[config.mk]
export PLATFORM = sky130hd
export DESIGN_NAME = atr_switch_delay
export DESIGN_NICKNAME = d
export VERILOG_FILES = /design/src/rtl/atrd_pkg.sv /design/src/rtl/atrd_regs.sv /design/src/rtl/atrd_fsm.sv /design/src/rtl/atrd_out.sv /design/src/rtl/atr_switch_delay.sv
export SDC_FILE = /design/constraint.sdc
export NUM_CORES = 1
export LEC_CHECK = 0
export ABC_AREA = 1
export ABC_CLOCK_PERIOD_IN_PS = 2850
export BUFFER_PORTS_ARGS = -buffer_cell sky130_fd_sc_hd__buf_2
export CORE_UTILIZATION = 49
export DETAILED_ROUTE_END_ITERATION = 12
export PLACE_DENSITY = 0.7
export SETUP_SLACK_MARGIN = 0.3
export SYNTH_ARGS = -nofsm -noshare
export SYNTH_HDL_FRONTEND = slang
export SYNTH_SLANG_ARGS = --single-unit
[constraint.sdc]
create_clock -name clk -period 2.85 [get_ports clk]
set_clock_uncertainty 0.05 [all_clocks]
set_input_delay 0.1425 -clock clk [delete_from_list [all_inputs] [get_ports clk]]
set_output_delay 0.1425 -clock clk [all_outputs]
set_load 0.005 [all_outputs]
[src/rtl/atrd_pkg.sv]
package atrd_pkg;

   // Controller states; the output is high in the two states where the
   // antenna faces the transmitter.
   typedef enum logic [1:0] {
      ST_RX_IDLE = 2'd0,
      ST_TX_WAIT = 2'd1,
      ST_TX_LIVE = 2'd2,
      ST_RX_WAIT = 2'd3
   } atrd_state_e;

   // Default register addresses of the two delay values
   localparam int unsigned ATRD_TX_DLY_ADDR = 2;
   localparam int unsigned ATRD_RX_DLY_ADDR = 3;

   // Number of delay registers (into transmit, back to receive)
   localparam int unsigned ATRD_NUM_DLY = 2;

   function automatic logic atrd_faces_tx(input atrd_state_e s);
      return (s == ST_TX_LIVE) || (s == ST_RX_WAIT);
   endfunction

endpackage

[src/rtl/atrd_regs.sv]
module atrd_regs #(
   parameter int unsigned ADDR_W  = 7,
   parameter int unsigned DATA_W  = 32,
   parameter int unsigned DLY_W   = 12,
   parameter int unsigned TX_ADDR = atrd_pkg::ATRD_TX_DLY_ADDR,
   parameter int unsigned RX_ADDR = atrd_pkg::ATRD_RX_DLY_ADDR
) (
   input  logic              clk,
   input  logic              rst,
   input  logic              wr_stb,
   input  logic [ADDR_W-1:0] wr_addr,
   input  logic [DATA_W-1:0] wr_data,
   output logic [DLY_W-1:0]  tx_dly,
   output logic [DLY_W-1:0]  rx_dly
);
   import atrd_pkg::*;

   localparam int unsigned NREG = ATRD_NUM_DLY;

   logic [DLY_W-1:0] dly_q [NREG];

   for (genvar gi = 0; gi < NREG; gi++) begin : g_dly
      localparam int unsigned REG_ADDR = (gi == 0) ? TX_ADDR : RX_ADDR;
      localparam logic [ADDR_W-1:0] MATCH = REG_ADDR[ADDR_W-1:0];

      logic hit;
      assign hit = wr_stb && (wr_addr == MATCH);

      always_ff @(posedge clk) begin
         if (rst) begin
            dly_q[gi] <= '0;
         end else if (hit) begin
            dly_q[gi] <= wr_data[DLY_W-1:0];
         end
      end
   end

   assign tx_dly = dly_q[0];
   assign rx_dly = dly_q[1];

endmodule

[src/rtl/atrd_fsm.sv]
module atrd_fsm #(
   parameter int unsigned DLY_W = 12
) (
   input  logic                  clk,
   input  logic                  rst,
   input  logic                  tx_active,
   input  logic [DLY_W-1:0]      tx_dly,
   input  logic [DLY_W-1:0]      rx_dly,
   output atrd_pkg::atrd_state_e state,
   output atrd_pkg::atrd_state_e state_nxt
);
   import atrd_pkg::*;

   localparam logic [DLY_W-1:0] ZERO = '0;
   localparam logic [DLY_W-1:0] ONE  = {{(DLY_W-1){1'b0}}, 1'b1};

   atrd_state_e      state_q;
   atrd_state_e      nxt;
   logic [DLY_W-1:0] cnt_q;
   logic [DLY_W-1:0] cnt_nxt;
   logic             cnt_done;

   assign cnt_done = (cnt_q == ZERO);

   always_comb begin
      nxt     = state_q;
      cnt_nxt = cnt_q;
      unique case (state_q)
         ST_RX_IDLE: begin
            if (tx_active) begin
               if (tx_dly == ZERO) begin
                  nxt = ST_TX_LIVE;
               end else begin
                  nxt     = ST_TX_WAIT;
                  cnt_nxt = tx_dly - ONE;
               end
            end
         end
         ST_TX_WAIT: begin
            if (!tx_active) begin
               nxt     = ST_RX_IDLE;
               cnt_nxt = ZERO;
            end else if (cnt_done) begin
               nxt = ST_TX_LIVE;
            end else begin
               cnt_nxt = cnt_q - ONE;
            end
         end
         ST_TX_LIVE: begin
            if (!tx_active) begin
               if (rx_dly == ZERO) begin
                  nxt = ST_RX_IDLE;
               end else begin
                  nxt     = ST_RX_WAIT;
                  cnt_nxt = rx_dly - ONE;
               end
            end
         end
         ST_RX_WAIT: begin
            if (tx_active) begin
               nxt     = ST_TX_LIVE;
               cnt_nxt = ZERO;
            end else if (cnt_done) begin
               nxt = ST_RX_IDLE;
            end else begin
               cnt_nxt = cnt_q - ONE;
            end
         end
         default: begin
            nxt     = ST_RX_IDLE;
            cnt_nxt = ZERO;
         end
      endcase
   end

   always_ff @(posedge clk) begin
      if (rst) begin
         state_q <= ST_RX_IDLE;
         cnt_q   <= ZERO;
      end else begin
         state_q <= nxt;
         cnt_q   <= cnt_nxt;
      end
   end

   assign state     = state_q;
   assign state_nxt = nxt;

endmodule

[src/rtl/atrd_out.sv]
module atrd_out (
   input  logic                  clk,
   input  logic                  rst,
   input  atrd_pkg::atrd_state_e state_nxt,
   output logic                  tx_en,
   output logic                  rx_en
);
   import atrd_pkg::*;

   logic tx_q;
   logic rx_q;

   always_ff @(posedge clk) begin
      if (rst) begin
         tx_q <= 1'b0;
         rx_q <= 1'b1;
      end else begin
         tx_q <= atrd_faces_tx(state_nxt);
         rx_q <= !atrd_faces_tx(state_nxt);
      end
   end

   assign tx_en = tx_q;
   assign rx_en = rx_q;

endmodule

[src/rtl/atr_switch_delay.sv]
module atr_switch_delay #(
   parameter int unsigned ADDR_W  = 7,
   parameter int unsigned DATA_W  = 32,
   parameter int unsigned DLY_W   = 12,
   parameter int unsigned TX_ADDR = atrd_pkg::ATRD_TX_DLY_ADDR,
   parameter int unsigned RX_ADDR = atrd_pkg::ATRD_RX_DLY_ADDR
) (
   input  logic              clk,
   input  logic              rst,
   input  logic              wr_stb,
   input  logic [6:0]        wr_addr,
   input  logic [31:0]       wr_data,
   input  logic              tx_active,
   output logic              tx_en,
   output logic              rx_en
);
   import atrd_pkg::*;

   // Elaboration-time parameter checks
   if (ADDR_W != 7) begin : g_bad_addr_w
      $error("atr_switch_delay: ADDR_W must match the 7-bit address port");
   end
   if (DATA_W != 32) begin : g_bad_data_w
      $error("atr_switch_delay: DATA_W must match the 32-bit data port");
   end
   if (DLY_W < 1 || DLY_W > DATA_W) begin : g_bad_dly_w
      $error("atr_switch_delay: DLY_W must lie in 1..DATA_W");
   end
   if (TX_ADDR == RX_ADDR) begin : g_bad_addr_eq
      $error("atr_switch_delay: delay registers need distinct addresses");
   end
   if (TX_ADDR >= (1 << ADDR_W) || RX_ADDR >= (1 << ADDR_W)) begin : g_bad_addr_rng
      $error("atr_switch_delay: register address outside the address space");
   end

   logic [DLY_W-1:0] tx_dly_val;
   logic [DLY_W-1:0] rx_dly_val;
   atrd_state_e      fsm_state;
   atrd_state_e      fsm_state_nxt;

   atrd_regs #(
      .ADDR_W (ADDR_W),
      .DATA_W (DATA_W),
      .DLY_W  (DLY_W),
      .TX_ADDR(TX_ADDR),
      .RX_ADDR(RX_ADDR)
   ) u_regs (
      .clk    (clk),
      .rst    (rst),
      .wr_stb (wr_stb),
      .wr_addr(wr_addr),
      .wr_data(wr_data),
      .tx_dly (tx_dly_val),
      .rx_dly (rx_dly_val)
   );

   atrd_fsm #(
      .DLY_W(DLY_W)
   ) u_fsm (
      .clk      (clk),
      .rst      (rst),
      .tx_active(tx_active),
      .tx_dly   (tx_dly_val),
      .rx_dly   (rx_dly_val),
      .state    (fsm_state),
      .state_nxt(fsm_state_nxt)
   );

   atrd_out u_out (
      .clk      (clk),
      .rst      (rst),
      .state_nxt(fsm_state_nxt),
      .tx_en    (tx_en),
      .rx_en    (rx_en)
   );

endmodule

==> results.md, run 1 <==
* Status: finished, final reports clean
* CP Capture Type: flip-flop
* EDFF count, synth at 24
* Syn-to-layout area delta at 10.4%
* Hold Slack at 0.0788 ns
* First-pass GRT wire length at 9770 um
* Antenna cells at 0
* Reg2Reg Capture Point: u_fsm.cnt_q[6]
* Die H at 74.4 um
* Max Cap Violations at 0
* Hold violation total from the final report at 0
* Slew HR at 62.8%
* Clk slew on worst S/H paths at 0.08 ns
* Unrepaired setup endpoints after global routing: false
* Gr usage total at 23.9%
* Crit path time final at 2.19 ns
* Achievable frequency at 0.457 GHz
* Hold_buf cts at 0
* Synth unique cells at 28
* CP arrival at 2.37 ns
* Initial Util at 52.6%
* Top Ports at 45
* CP delay by family, top: simple AND/OR/NAND/NOR gates
* Clk_lat worst skew at 0.29 ns
* Reg2Reg Depth at 11
* Mean post-synth cell area at 6.76 um^2
* Die area at 0.00553 mm^2
* Final nets at 448
* Post-Syn Nets at 425
* Sink Count at 40
* Worst path max stage delay at 0.58 ns
* Asr flop ratio synth at 0%
* Critical Path RT at 3.03 ns
* Reg2reg setup slack at 0.66 ns
* CP Max Fanout at 19
* Die Wd at 74.4 um
* Remaining Overflow, GRT at 0
* Post_cts resized at 0
* Setup TNS Final at 0 ns
* Setup bufs post-CTS at 0
* Pwr/cell area at 513 mW/mm^2
* Critical path class: reg -> reg
* Maximum clock insertion buffer count at 2
* # fillers at 489
* Fin crit share at 76.8%
* Port Buffers at 24
* Mapped Cells at 380
* Gpl congestion at 0.961
* Final setup viols at 0
* HP Start: rst
* Via count at 2363
* Post-route setup slack at 0.661 ns
* Min-delay worst type: in -> reg
* Final HPWL DP at 4480 um
* Core area at 0.00488 mm^2
* Power, Total at 1.45 mW
* Share of cells above drive strength 1 at 11.4%
* #FFs+latches synth at 40
* Ordered cell list for the critical path: inv_4, nand2_4, nand2_1, o21ai_2, ha_1, nand2_1, nor2_1, nand2_1, nor2_1, o21ai_0, a21oi_1
* Largest net degree at the start of global routing at 20
* DR WL/cell at 12.2 um
* VDD IR max at 0.313 mV
* Worst-margin pin slew at 0.557 ns
* Initial antenna violation count at 0
* Setup crit start kind: flip-flop
* Hold path depth at 2
* Antenna-violating nets left at 0
* YS warnings at 0
* R2r startpoint: u_fsm.state[0]
* Pre-antenna DRT Iters at 4
* Vias in the first global route at 2111
* WL final at 5740 um
* CP max stage cell: dfxtp_1
* CTS Buf Count at 5
* CP Buf/Inv Count at 1
* Post-synthesis sequential area ratio at 40.5%
* Pins Over Slew Limit at 0
* Clock Tree Root: clkbuf_8
* Main flop type after synthesis: edfxtp_1
* Via density at 5.02
* Synthesized cell area at 0.00257 mm^2
* Most used cell, CP: nand2_1
* Max H-tree Level at 2
* 1st-iter DRT viols at 210
* Pre-CTS setup slack at 0.661 ns
* Cell leakage power at 1.36 nW
* CTS tree: done
* # rows at 25
* Hold EP: u_fsm.cnt_q[1]
* Drc violations at 0
[worst max path at each step]
stage / from / to / slack (ns) / depth (start not counted)
4_1_cts: u_fsm.state[0] / u_fsm.cnt_q[6] / 0.66 / 10
3_5_place_dp: u_fsm.state[0] / u_fsm.cnt_q[6] / 0.66 / 10
3_3_place_gp: u_fsm.state[0] / u_fsm.cnt_q[6] / 0.68 / 10
6_report: u_fsm.state[0] / u_fsm.cnt_q[6] / 0.66 / 11
2_1_floorplan: wr_addr[2] / u_regs.dly_q[0][0] / 1.01 / 5
5_1_grt: u_fsm.state[0] / u_fsm.cnt_q[6] / 0.45 / 11
[sequential cells by signal, indices dropped and copies added (netlist names)]
signal        cells
u_fsm.state       2
u_out.rx_en       1
u_out.tx_en       1
u_regs.dly_q     24
u_fsm.cnt_q      12
[synth_stat cells, types with 2 or more instances]
cell / number / share of area [%]
o21ai_0: 20 / 3.9
o22ai_1: 2 / 0.49
inv_1: 59 / 8.6
nor3_1: 2 / 0.39
o21ai_2: 2 / 0.68
dfxtp_1: 16 / 12
ha_1: 2 / 0.97
nand2_1: 90 / 13
nand3b_1: 4 / 1.2
nor2_1: 74 / 11
buf_4: 2 / 0.58
a21oi_1: 16 / 3.1
nand2_2: 4 / 0.97
nand3_1: 33 / 6.4
buf_6: 2 / 0.88
buf_2: 3 / 0.58
edfxtp_1: 24 / 28
clkbuf_1: 4 / 0.58
xor2_1: 3 / 1.0
nand4_1: 10 / 2.4
[report_power, final]
group	switching [mW]	total, mW	internal [mW]
Combinational	0.202	0.309	0.106
Clock	0.198	0.458	0.260
Sequential	0.0341	0.687	0.653
[kinds of logic (layout without fill, tap and decap cells)]
logic type / Yosys count / in the layout / share of synthesized area [%]
and+or+nand+nor: 221 / 221 / 36.9
adders and majority gates: 2 / 2 / 0.975
xor gates and xnor gates: 3 / 3 / 1.02
AOI/OAI and AO/OA: 43 / 43 / 9.06
DFF: 40 / 40 / 40.5
buffers and inverters: 71 / 95 / 11.5
[stage by stage]
| step | cells | utilization (%) | area [um^2] |
|---|---|---|---|
| detailed placement | 463 | 55.9 | 2730 |
| global placement | 463 | 55.9 | 2730 |
| floorplan | 380 | - | 2570 |
| finish | 471 | 58.1 | 2830 |
| global route | 471 | 58.1 | 2830 |
| CTS | 471 | 58.1 | 2830 |
[worst register-to-register path, stage by stage, from the launching register on]
cell and delay (ns):
dfxtp_1 0.58, inv_4 0.18, nand2_4 0.22, nand2_1 0.10, o21ai_2 0.09, ha_1 0.21
nand2_1 0.08, nor2_1 0.19, nand2_1 0.10, nor2_1 0.08, o21ai_0 0.11, a21oi_1 0.14
[per-layer routing]
| metal | global-route usage [%] | wire length, um | up-vias |
|---|---|---|---|
| met5 | 0 | 0 | - |
| met1 | 33.3 | 2840 | 1035 |
| met4 | 6.92 | 56 | 0 |
| li1 | - | - | 1253 |
| met2 | 37.1 | 2530 | 70 |
| met3 | 5.42 | 310 | 5 |
[cell type report]
type	instances	area, um^2	share of cell area (%)
multi-input combinational	269	1230	43.4
clock buffer	6	72.6	2.56
clock inverter	2	35.0	1.24
timing repair buffer	27	143	5.03
inverter	60	228	8.04
tap	67	83.8	2.96
sequential	40	1040	36.7
[placed cells by master (no fill, tap or decap), types with 2 or more instances in the layout]
cell,n
a21oi_1,16
buf_2,24
buf_4,3
clkbuf_8,5
dfxtp_1,16
edfxtp_1,24
ha_1,2
inv_1,59
nand2_1,90
nand2_2,4
nand3_1,33
nand3b_1,4
nand4_1,10
nor2_1,74
nor3_1,2
o21ai_0,20
o21ai_2,2
o22ai_1,2
xor2_1,3
(Power assumes the default switching activity.)
==> inputs of run 2 (changes only) <==
--- a/config.mk
+++ b/config.mk
@@ -6,11 +6,11 @@
 export NUM_CORES = 1
 export LEC_CHECK = 0
 export ABC_AREA = 1
-export ABC_CLOCK_PERIOD_IN_PS = 2850
+export ABC_CLOCK_PERIOD_IN_PS = 1900
 export BUFFER_PORTS_ARGS = -buffer_cell sky130_fd_sc_hd__buf_2
 export CORE_UTILIZATION = 49
 export DETAILED_ROUTE_END_ITERATION = 12
-export PLACE_DENSITY = 0.7
+export PLACE_DENSITY = 0.73
 export SETUP_SLACK_MARGIN = 0.3
 export SYNTH_ARGS = -nofsm -noshare
 export SYNTH_HDL_FRONTEND = slang
==> constraint.sdc (replaced) <==
create_clock -name clk -period 1.9 [get_ports clk]
set_clock_uncertainty 0.05 [all_clocks]
set_input_delay 0.095 -clock clk [delete_from_list [all_inputs] [get_ports clk]]
set_output_delay 0.095 -clock clk [all_outputs]
set_load 0.005 [all_outputs]
==> run 2 against run 1 <==
Sequential share of layout area down 4.8 points. Total power grew 65%. Final area increased by 16%. Die area unchanged. Maximum frequency rose by 30%. Utilization grew 9.5 points. Global-route usage is 0.24 points higher. Clock-buffer cell count fell by 1. Combinational power grew 110%. Sequential power up 51%. Largest cell class unchanged. Highest routed layer unchanged.
==> results.md, run 2 (synthesis gave the netlist of run 1 again) <==
* Worst path max stage delay at 0.40 ns
* Maximum clock insertion buffer count at 2
* CP Capture Type: flip-flop
* First-pass GRT wire length at 10000 um
* Antenna cells at 0
* Post-DP Area at 0.00283 mm^2
* Pwr/cell area at 726 mW/mm^2
* Pins Over Slew Limit at 0
* CP max stage cell: edfxtp_1
* Hold EP: u_fsm.cnt_q[0]
* Vias in the first global route at 2236
* Hold path depth at 2
* Pre-antenna DRT Iters at 5
* CTS Buf Count at 5
* Max H-tree Level at 2
* Max reg flops at 24
* Cell leakage power at 1.52 nW
* Final non-filler cell total at 495
* Ordered cell list for the critical path: nor2_1, nand3_1, nor2_2, nand3_1, nand3b_1, buf_6, a21oi_2, nand2_1, inv_1
* Design area at 0.00330 mm^2
* DR WL/cell at 13.5 um
* Top Ports at 45
* CTS tree: done
* Drc violations at 0
* Largest register by flop count: u_regs.dly_q
* Commonest non-fill, non-tap cells in the layout: 76 x nand2_1, 57 x nor2_1, 53 x inv_1, 31 x nand3_1
* Final nets at 472
* Via count at 2654
* Achievable frequency at 0.595 GHz
* Reg2reg setup slack at 0.22 ns
* Max Cap Violations at 0
* Initial antenna violation count at 0
* Antenna-violating nets left at 0
* Reg2Reg Capture Point: u_fsm.cnt_q[4]
* Final HPWL DP at 4570 um
* Post-layout util at 67.6%
* Seq pwr share at 43.3%
* Post-route setup slack at 0.220 ns
* Fin crit share at 88.4%
* Clock network power share at 30.1%
* Most used cell, CP: nand3_1
* Initial Util at 52.6%
* Critical path class: reg -> reg
* Setup crit start kind: flip-flop
* Slew HR at 65.4%
* Clk slew on worst S/H paths at 0.09 ns
* VDD IR max at 0.409 mV
* Power, Total at 2.39 mW
* CP arrival at 1.83 ns
* Gate power share at 26.7%
* Critical Path RT at 2.05 ns
* Sw frac at 32.5%
* Status: finished, final reports clean
* Via density at 5.36
* Core area at 0.00488 mm^2
* Remaining Overflow, GRT at 0
* Sink Count at 40
* Reg2Reg Depth at 9
* Int Pwr at 1.62 mW
* HP Start: rst
* Gpl congestion at 0.897
* Port Buffers at 24
* 1st-iter DRT viols at 278
* R2r startpoint: u_regs.dly_q[1][4]
* Clk_lat worst skew at 0.30 ns
* # rows at 25
* CP Max Fanout at 6
* Hold_buf cts at 0
* Setup TNS Final at 0 ns
* Die Wd at 74.4 um
* Hold violation total from the final report at 0
* Clock Tree Root: clkbuf_8
* Pre-CTS setup slack at 0.105 ns
* Die area at 0.00553 mm^2
* Worst-margin pin slew at 0.517 ns
* Gr usage total at 24.1%
* Largest net degree at the start of global routing at 18
* Unrepaired setup endpoints after global routing: true
* Hold Slack at 0.0248 ns
* Syn-to-layout area delta at 28.5%
* WL final at 6700 um
* Placed Cells incl. Taps at 475
* Min-delay worst type: in -> reg
* Share of cells above drive strength 1 at 29.2%
* Crit path time final at 1.68 ns
* Die H at 74.4 um
* NetSw at 777 uW
* Leading cell type in the layout, fill and taps excluded: nand2_1
* Final setup viols at 0
[run 2: cell count changes in the layout (fill, tap and decap cells not counted), sizes merged]
cell      before  now
buf           27   50
clkinvlp       0    1
[run 2: worst max-delay path, delay by kind of cell, from the launching register on]
kind | cells | cell delay, ns
AO/OA/AOI/OAI | 1 | 0.05
flip-flops | 1 | 0.40
AND/OR/NAND/NOR | 6 | 0.81
buffers and inverters | 2 | 0.25
[run 2: how the worst max path moves through the flow]
stage	from	end	slack, ns
2_1_floorplan	u_fsm.state[1]	u_fsm.cnt_q[6]	0.31
6_report	u_regs.dly_q[1][4]	u_fsm.cnt_q[4]	0.22
4_1_cts	u_fsm.cnt_q[0]	u_fsm.cnt_q[6]	0.29
5_1_grt	u_regs.dly_q[1][0]	u_fsm.cnt_q[4]	0.14
3_5_place_dp	u_fsm.state[0]	u_fsm.cnt_q[5]	0.11
3_3_place_gp	u_fsm.state[1]	u_fsm.cnt_q[5]	0.11
[run 2: what timing repair did]
item,CTS,global route
endpoints found under the setup margin,16,16
pin swaps,9,19
resized for setup,36,48
setup buffers,4,6
cloned,0,2
[run 2: cell type report]
cell class	instances	area, um^2
fillers	394	1580
clock inverters	3	42.5
repair buffers	51	367
well taps	67	83.8
inverters	60	235
flip-flops and latches	40	1050
clock buffers	5	68.8
multi-input cells	269	1450
[run 2: power by group through the flow]
stage | Combinational [mW] | Clock, mW | Sequential, mW
floorplan | 0.371 | 0 | 1.03
global placement | 0.489 | 0 | 1.04
detailed placement | 0.499 | 0 | 1.05
CTS | 0.552 | 0.717 | 1.03
global route | 0.701 | 0.743 | 1.04
finish | 0.638 | 0.720 | 1.04
[run 2: metal layers]
metal | share of wire (%) | track usage (%) | vias to the layer above
met2 | 49 | 39.8 | 102
met3 | 5.7 | 4.61 | 17
met5 | 0 | 0 | -
li1 | - | - | 1310
met4 | 2.5 | 10.7 | 0
met1 | 43 | 30.6 | 1225
==> inputs of run 3 (changes only) <==
--- a/config.mk
+++ b/config.mk
@@ -11,6 +11,7 @@
 export CORE_UTILIZATION = 49
 export DETAILED_ROUTE_END_ITERATION = 12
 export PLACE_DENSITY = 0.73
+export REMOVE_ABC_BUFFERS = 1
 export SETUP_SLACK_MARGIN = 0.3
 export SYNTH_ARGS = -nofsm -noshare
 export SYNTH_HDL_FRONTEND = slang
==> run 3 against run 2 <==
Sequential share of layout area up 2.0 points. Largest cell class unchanged. Final cell count down 1.6%. Critical path type unchanged. Die area is the same. Critical path depth unchanged.
==> results.md, run 3 (synthesis gave the netlist of run 1 again) <==
* Setup TNS Final at 0 ns
* # fillers at 443
* Critical Path Source: u_fsm.state[0]
* Drc violations at 0
* Maximum clock insertion buffer count at 2
* Fin crit share at 86.0%
* Pwr/cell area at 695 mW/mm^2
* Vias in the first global route at 2154
* Design area at 0.00309 mm^2
* Via count at 2457
* NetSw at 695 uW
* Initial antenna violation count at 0
* Clock network power share at 25.2%
* Antenna cells at 0
* Unrepaired setup endpoints after global routing: true
* Via density at 5.05
* Core area at 0.00488 mm^2
* Gr usage total at 22.1%
* Slew HR at 65.7%
* Remaining Overflow, GRT at 0
* Critical Path RT at 2.07 ns
* Clock Tree Root: clkbuf_8
* Commonest non-fill, non-tap cells in the layout: 77 x nand2_1, 61 x nor2_1, 55 x inv_1, 30 x nand3_1
* R2r startpoint: u_fsm.state[0]
* Placed Cells incl. Taps at 475
* Pins Over Slew Limit at 0
* Die Wd at 74.4 um
* Status: finished, final reports clean
* Int Pwr at 1.45 mW
* Final nets at 465
* HP Start: rst
* DR WL/cell at 12.1 um
* Max H-tree Level at 2
* Post-route setup slack at 0.266 ns
* Port Buffers at 24
* Crit path time final at 1.63 ns
* Leading cell type in the layout, fill and taps excluded: nand2_1
* Final setup viols at 0
* CP Max Fanout at 4
* Setup crit start kind: flip-flop
* Post-DP Area at 0.00282 mm^2
* Critical path class: reg -> reg
* Antenna-violating nets left at 0
* Worst-margin pin slew at 0.513 ns
* Sw frac at 32.4%
* Hold violation total from the final report at 0
* WL final at 5900 um
* Syn-to-layout area delta at 20.3%
* Gpl congestion at 0.866
* CTS tree: done
* Final HPWL DP at 4330 um
* Top Ports at 45
* Clk_lat worst skew at 0.29 ns
* Die H at 74.4 um
* Gate power share at 26.9%
* Max reg flops at 24
* VDD IR max at 0.505 mV
* Clk slew on worst S/H paths at 0.08 ns
* Min-delay worst type: in -> reg
* CP Capture Type: flip-flop
* Largest net degree at the start of global routing at 14
* Pre-antenna DRT Iters at 4
* Share of cells above drive strength 1 at 24.5%
* 1st-iter DRT viols at 102
* Largest register by flop count: u_regs.dly_q
* Pre-CTS setup slack at 0.0873 ns
* # rows at 25
* CP arrival at 1.81 ns
* Max Cap Violations at 0
* Cell leakage power at 1.44 nW
* Die area at 0.00553 mm^2
* Initial Util at 52.6%
* Achievable frequency at 0.612 GHz
* First-pass GRT wire length at 9240 um
* CTS Buf Count at 5
* Power, Total at 2.15 mW
* Seq pwr share at 47.9%
* Sink Count at 40
* Final non-filler cell total at 487
## run 3: cell count changes in the layout (fill, tap and decap cells not counted), moves of 2 or more
cell,before,now
buf_4,21,18
buf_8,2,0
dfxtp_1,11,14
dfxtp_2,3,1
inv_1,53,55
nand2_2,14,16
nand2_4,4,2
nand3_2,2,4
nor2_1,57,61
nor2_4,8,5
o21ai_0,12,15
o21ai_2,4,1
## run 3: worst max-delay path, stage by stage, from the launching register on
cell     delay [ns]
dfxtp_2        0.37
buf_6          0.12
nor2_4         0.04
nand2_1        0.06
nand2_2        0.09
ha_4           0.18
or2_2          0.30
a21oi_2        0.17
nor2_1         0.06
a21oi_1        0.14
## run 3: repair_timing
item,4_1_cts,5_1_grt
pin swaps,8,4
hold endpoints to repair,0,0
setup endpoints to repair,16,16
hold buffers,0,0
gates resized for setup,31,25
setup buffers,5,0
## run 3: layout make-up
cell class              count  area (um^2)  share of cell area, %
clock buffers               5         68.8                   2.23
clock inverters             2         12.5                  0.405
repair buffers             44          278                   8.99
multi-input cells         269         1370                   44.4
flip-flops and latches     40         1050                   33.9
well taps                  67         83.8                   2.71
inverters                  60          228                   7.37
## run 3: stage by stage
step / hold WS (ns) / utilization [%]
global route: 0.0493 / 63.3
global placement: 0.333 / 57.7
floorplan: 0.114 / -
finish: 0.0400 / 63.3
CTS: 0.0262 / 61.9
detailed placement: 0.333 / 57.7
## run 3: layer usage
metal | part of all wire [%] | GRT usage (%) | vias up
li1 | - | - | 1285
met1 | 44 | 25.6 | 1107
met2 | 51 | 39.3 | 54
met3 | 3.6 | 4.74 | 11
met4 | 2.0 | 9.64 | 0
met5 | 0 | 0 | -
## run 3: worst paths after layout
kind                    end  slack (ns)  cells after the start
max          u_fsm.cnt_q[2]        0.27                      9
min reg2reg  u_fsm.cnt_q[1]        0.46                      2
max reg2reg  u_fsm.cnt_q[2]        0.27                      9
min          u_fsm.cnt_q[1]        0.04                      2
## run 3: power groups by stage
stage	Sequential, mW	Combinational (mW)	Clock, mW
final	1.03	0.578	0.540
after detailed placement	1.05	0.506	0
after CTS	1.03	0.548	0.546
after global routing	1.04	0.639	0.582
after floorplan	1.04	0.340	0
after global placement	1.04	0.494	0
